==> config.mk <==
export PLATFORM = sky130hd
export DESIGN_NAME = bytewrite_oe_ctl
export DESIGN_NICKNAME = d
export VERILOG_FILES = /design/src/rtl/bytewrite_oe_ctl.sv
export SDC_FILE = /design/constraint.sdc
export NUM_CORES = 1
export LEC_CHECK = 0
export CAP_MARGIN = 0
export CELL_PAD_IN_SITES_DETAIL_PLACEMENT = 0
export CELL_PAD_IN_SITES_GLOBAL_PLACEMENT = 1
export CORE_MARGIN = 3
export CORE_UTILIZATION = 24
export CTS_CLUSTER_DIAMETER = 120
export DETAILED_ROUTE_END_ITERATION = 7
export PLACE_DENSITY_LB_ADDON = 0.1
export SETUP_SLACK_MARGIN = 0.2
export SLEW_MARGIN = 20
export SYNTH_ARGS = -nofsm -noshare
export SYNTH_HDL_FRONTEND = slang
export SYNTH_SLANG_ARGS = --single-unit
export TNS_END_PERCENT = 30
==> constraint.sdc <==
create_clock -name clk -period 2.6 [get_ports clk]
set_clock_uncertainty 0.1 [all_clocks]
set_input_delay 0.26 -clock clk [delete_from_list [all_inputs] [get_ports clk]]
set_output_delay 0.26 -clock clk [all_outputs]
set_load 0.05 [all_outputs]
==> src/rtl/bytewrite_oe_ctl.sv <==
module bytewrite_oe_ctl #(
  parameter int LANES     = 4,
  parameter int LANE_BITS = 8
) (
  input  logic                              clk,
  input  logic                              rst_n,
  input  logic                              gwe_n,
  input  logic                              bwe_n,
  input  logic [LANES-1:0]                  bsel_n,
  input  logic                              oe_n,
  input  logic                              sel,
  input  logic [LANES*(LANE_BITS+1)-1:0]    wdata,
  output logic [LANES-1:0]                  lane_we,
  output logic [LANES*(LANE_BITS+1)-1:0]    bit_we,
  output logic [LANES*(LANE_BITS+1)-1:0]    wdata_q,
  output logic                              dq_oe
);
  localparam int DBITS = LANES * LANE_BITS;
  localparam int WORD  = LANES * (LANE_BITS + 1);

  logic [LANES-1:0] mask_d;
  logic             sel_q, sel_qq;

  assign mask_d = !sel   ? '0 :
                  !gwe_n ? '1 :
                  !bwe_n ? ~bsel_n : '0;

  always_ff @(posedge clk or negedge rst_n) begin
    if (!rst_n) begin
      lane_we <= '0;
      wdata_q <= '0;
      sel_q   <= 1'b0;
      sel_qq  <= 1'b0;
    end else begin
      lane_we <= mask_d;
      wdata_q <= wdata;
      sel_q   <= sel;
      sel_qq  <= sel_q;
    end
  end

  for (genvar k = 0; k < LANES; k++) begin : g_lane
    assign bit_we[k*LANE_BITS +: LANE_BITS] = {LANE_BITS{lane_we[k]}};
    assign bit_we[DBITS + k]                = lane_we[k];
  end

  // drive only when selected, reading, past the re-select cycle, and enabled
  assign dq_oe = !oe_n && sel_q && sel_qq && (lane_we == '0);

  p_global_all_r1: assert property (@(posedge clk) disable iff (!rst_n)
    (sel && !gwe_n) |=> (lane_we == {LANES{1'b1}}));
  p_byte_pick_r2: assert property (@(posedge clk) disable iff (!rst_n)
    (sel && gwe_n && !bwe_n) |=> (lane_we == ~$past(bsel_n)));
  p_idle_read_r3: assert property (@(posedge clk) disable iff (!rst_n)
    (sel && gwe_n && bwe_n) |=> (lane_we == '0));
  p_data_align_r5: assert property (@(posedge clk) disable iff (!rst_n)
    1'b1 |=> (wdata_q == $past(wdata)));
  p_desel_quiet_r6: assert property (@(posedge clk) disable iff (!rst_n)
    !sel |=> (lane_we == '0 && !dq_oe));
  p_oe_gate_r7: assert property (@(posedge clk) disable iff (!rst_n)
    oe_n |-> !dq_oe);
  p_write_hiz_r8: assert property (@(posedge clk) disable iff (!rst_n)
    (lane_we != '0) |-> !dq_oe);
  p_reselect_hiz_r9: assert property (@(posedge clk) disable iff (!rst_n)
    (!sel ##1 sel) |=> !dq_oe);
  p_word_width_r4: assert property (@(posedge clk) disable iff (!rst_n)
    $countones(bit_we) == $countones(lane_we) * (LANE_BITS + 1));

  initial assert (WORD == DBITS + LANES);
endmodule

[Word-level counts from Yosys, hierarchy flattened]
Cells that the tools add are included.
Widths: inputs -> output; s select.
Word-level totals
  flip-flop bits (word level): 42
  memories: 0
  logic and storage cells: 13
  bits in latches: 0
  output and inout port bits: 77
  bits in writable memories: 0
  input bits: 46
  bits in read-only memories: 0
Cells by class
  $mul: 0
  shift-type cells: 0
  reduce and logical (&&, ||, !) cells: 5
  div/mod/pow operators: 0
  bitwise gates (word level): 1
  multiplexer cells: 3
  add/sub/neg operators: 0
  equal/unequal tests: 0
  magnitude comparators: 0
Operators by type and width (count)
  $mux 4: 3
  $logic_not 4->1: 1
  $not 4->4: 1
  $logic_and 1x1->1: 3
  $logic_not 1->1: 1

[Logic depth before layout (Yosys ltp)]
  word-level depth: 4
  depth in mapped cells: 2
  depth with buffers taken out: 2

[Worst setup path before layout]
OpenSTA, ideal clock, no wires.
  path type: reg-to-output
  start point: register lane_we[1]
  end point: output port dq_oe
  arrival time: 1906 ps
  cell stages (with the launch flop): 3
  required time: 2240 ps
  slack: 334 ps
  buffers on the path: 0
  cell sequence: dfrtp_1 -> or4_4 -> nor3_2
Between the ends
  longest elaborated chain between the ends: 2
Ends and longest elaborated chain
  start: declaration: line 13  | output logic [LANES-1:0] lane_we,
  start signal: assignment: line 35  | lane_we <= mask_d;
  $logic_not 4->1: line 48  | assign dq_oe = !oe_n && sel_q && sel_qq && (lane_we == '0);
  $logic_and 1x1->1: line 48
  end: declaration: line 16  | output logic dq_oe
Every way passes these cells.

[Worst setup path after layout]
Ends and elaborated chain as after synthesis.

==> metrics <==
outcome finished, final reports clean; row cnt 27; Pre-antenna DRT Iters 2; post-route DRC violation count 0; busiest layer in global routing met2; ranking of synthesized cells by area dfrtp_1, buf_4, and2_1; Tmin final 2050 ps; Starting Density 25.0%; Antenna Violating Nets Remaining 0; RSZ-0062 raised after global routing no; Setup TNS Final 0 ps; clk_lat worst skew 270 ps; register area share after synthesis 75.5%; Crit Path Max Fanout 11; count leader, synth dfrtp_1; ratio of cells with drive above 1 in the final layout 5.46%; H-tree depth 2; final wirelength 3170 um; flop-to-flop setup slack 2010 ps; CP cell instances or4_4, nor3_2, buf_4; Slowest cell on crit path or4_4; ys flop type dfrtp_1; Top Ports 123; pin slew with the least headroom to its limit 900 ps; Yosys top cell by area dfrtp_1; Synthesis Warnings 0; routing usage on met2 17.0%; initial antenna violation count 0; pin count of the biggest net entering global routing 43; Power, Total 0.00166 W; Filler cells 484; vias in the first global route 953; synth cell count leaders dfrtp_1, buf_4, and2_1, o21ai_0; number of diodes 0; Pins Over Slew Limit 0; Clock Sinks 42; fin nets 228; CP arrival 1690 ps; Post-Syn Area 0.00139 mm2; hold_ws 3.02 ps; ys async rst share 100%; total CTS buffers 5; FMAX 489 MHz; wire per inst 12.4 um; Clock Path Buffers 2; Pleak 1.04 nW; placed insts 247; total overflow reported by the global router 0; Cell Pwr Density 656 mW/mm2; Avg Cell Area, Syn 15.6 um2; Mapped Nets 135; CTS Root Cell clkbuf_8; TritonCTS clock tree yes; maxcap violations 0; critical path's largest stage delay 560 ps; GPL Wtd Cong 0.700; post-route insts no fill 255; Synth Instances 89; Yosys cell types 7; Clock transition at path regs 70 ps; # port buffers 122; # setup viols final 0; DIE AREA 0.00675 mm2; EDFF count, synth 0; flop and latch count out of synthesis 42; routing usage on met1 8.62%; # Post-CTS Setup Buffers 0; Hold Crit Class input pin to asynchronous set/reset pin; CP Class flip-flop to output port; Die Y 82.1 um; hold-fix buffers at CTS 0; CORE AREA 0.00557 mm2; first-pass GRT wire length 4710 um; via count 946; routed vias/inst 3.71; die width 82.1 um; relative slew slack 40.0%; Final Hold Vio Count 0; GR Util met3 6.07%; top cell type's share of synthesized area 75.5%; CP startpoint kind flip-flop; Worst Path Required 2240 ps; Setup crit end kind output port; DRT iter0 DRCs 12; GRT Total Usage 9.67%; CTS-repair resized insts 0; crit share post-route 78.7%; area grow syn2layout 81.9%; maximum VDD drop 0.294 mV
[logic make-up (layout without fill, tap and decap cells)]
family | Yosys count | after routing | share of synthesized area (%)
buffers and inverters | 36 | 130 | 19.4
DFF | 42 | 42 | 75.5
AOI/OAI and AO/OA | 4 | 4 | 1.44
and+or+nand+nor | 7 | 7 | 3.60
[critical path: cells and delay by family (launching register included)]
kind          cells  cell delay [ps]
buf+inv           1              210
simple gates      2              720
flops             1              470
[placed cells by master (no fill, tap or decap)]
cell type	netlist	routed
buf_2	0	1
bufinv_16	0	1
or4_4	1	1
clkbuf_1	0	2
o21ai_0	4	4
clkbuf_8	0	5
buf_4	36	1
and2_1	4	4
clkdlybuf4s50_1	0	120
nand2_1	1	1
nor3_2	1	1
dfrtp_1	42	42
[final timing paths]
| kind | start | endpoint | cells past startpoint |
|---|---|---|---|
| max | lane_we[1] | dq_oe | 3 |
| min reg2reg | sel_q | sel_qq | 0 |
| max in group asynchronous | rst_n | lane_we[0] | 1 |
| min | rst_n | wdata_q[25] | 1 |
| min in group clk | sel_q | sel_qq | 0 |
| max reg2reg | sel_q | sel_qq | 0 |
[sequential cells by signal, indices dropped and copies added, names as in the netlist]
signal	flops
wdata_q	36
lane_we	4
sel_q	1
sel_qq	1
[metrics by stage]
stage,worst slack [ps],util [%],instance area (um2)
finish,555,45.4,2530
global route,460,45.4,2530
CTS,521,45.4,2530
detailed placement,833,43.5,2420
global placement,868,43.5,2420
floorplan,334,-,1390
[area by class of cell]
class / count / area [um2] / area share, %
Tap cell: 72 / 90.1 / 3.56
Clock buffer: 7 / 76.3 / 3.02
Sequential cell: 42 / 1050 / 41.5
Timing Repair Buffer: 122 / 1210 / 47.9
Multi-Input combinational cell: 11 / 70.1 / 2.77
Clock inverter: 1 / 30.0 / 1.19
[power breakdown]
| group | switching (W) | total, W | internal, W |
|---|---|---|---|
| logic | 0.000301 | 0.000474 | 0.000173 |
| registers | 0.0000182 | 0.000705 | 0.000687 |
| clock network | 0.000194 | 0.000481 | 0.000287 |
| total | 0.000514 | 0.00166 | 0.00115 |
[per-layer routing]
metal	vias to the layer above	wire, um
li1	423	-
met1	444	1030
met2	75	1650
met3	4	449
met4	0	42
met5	-	0
No activity file was read; power rests on OpenSTA's default activity.
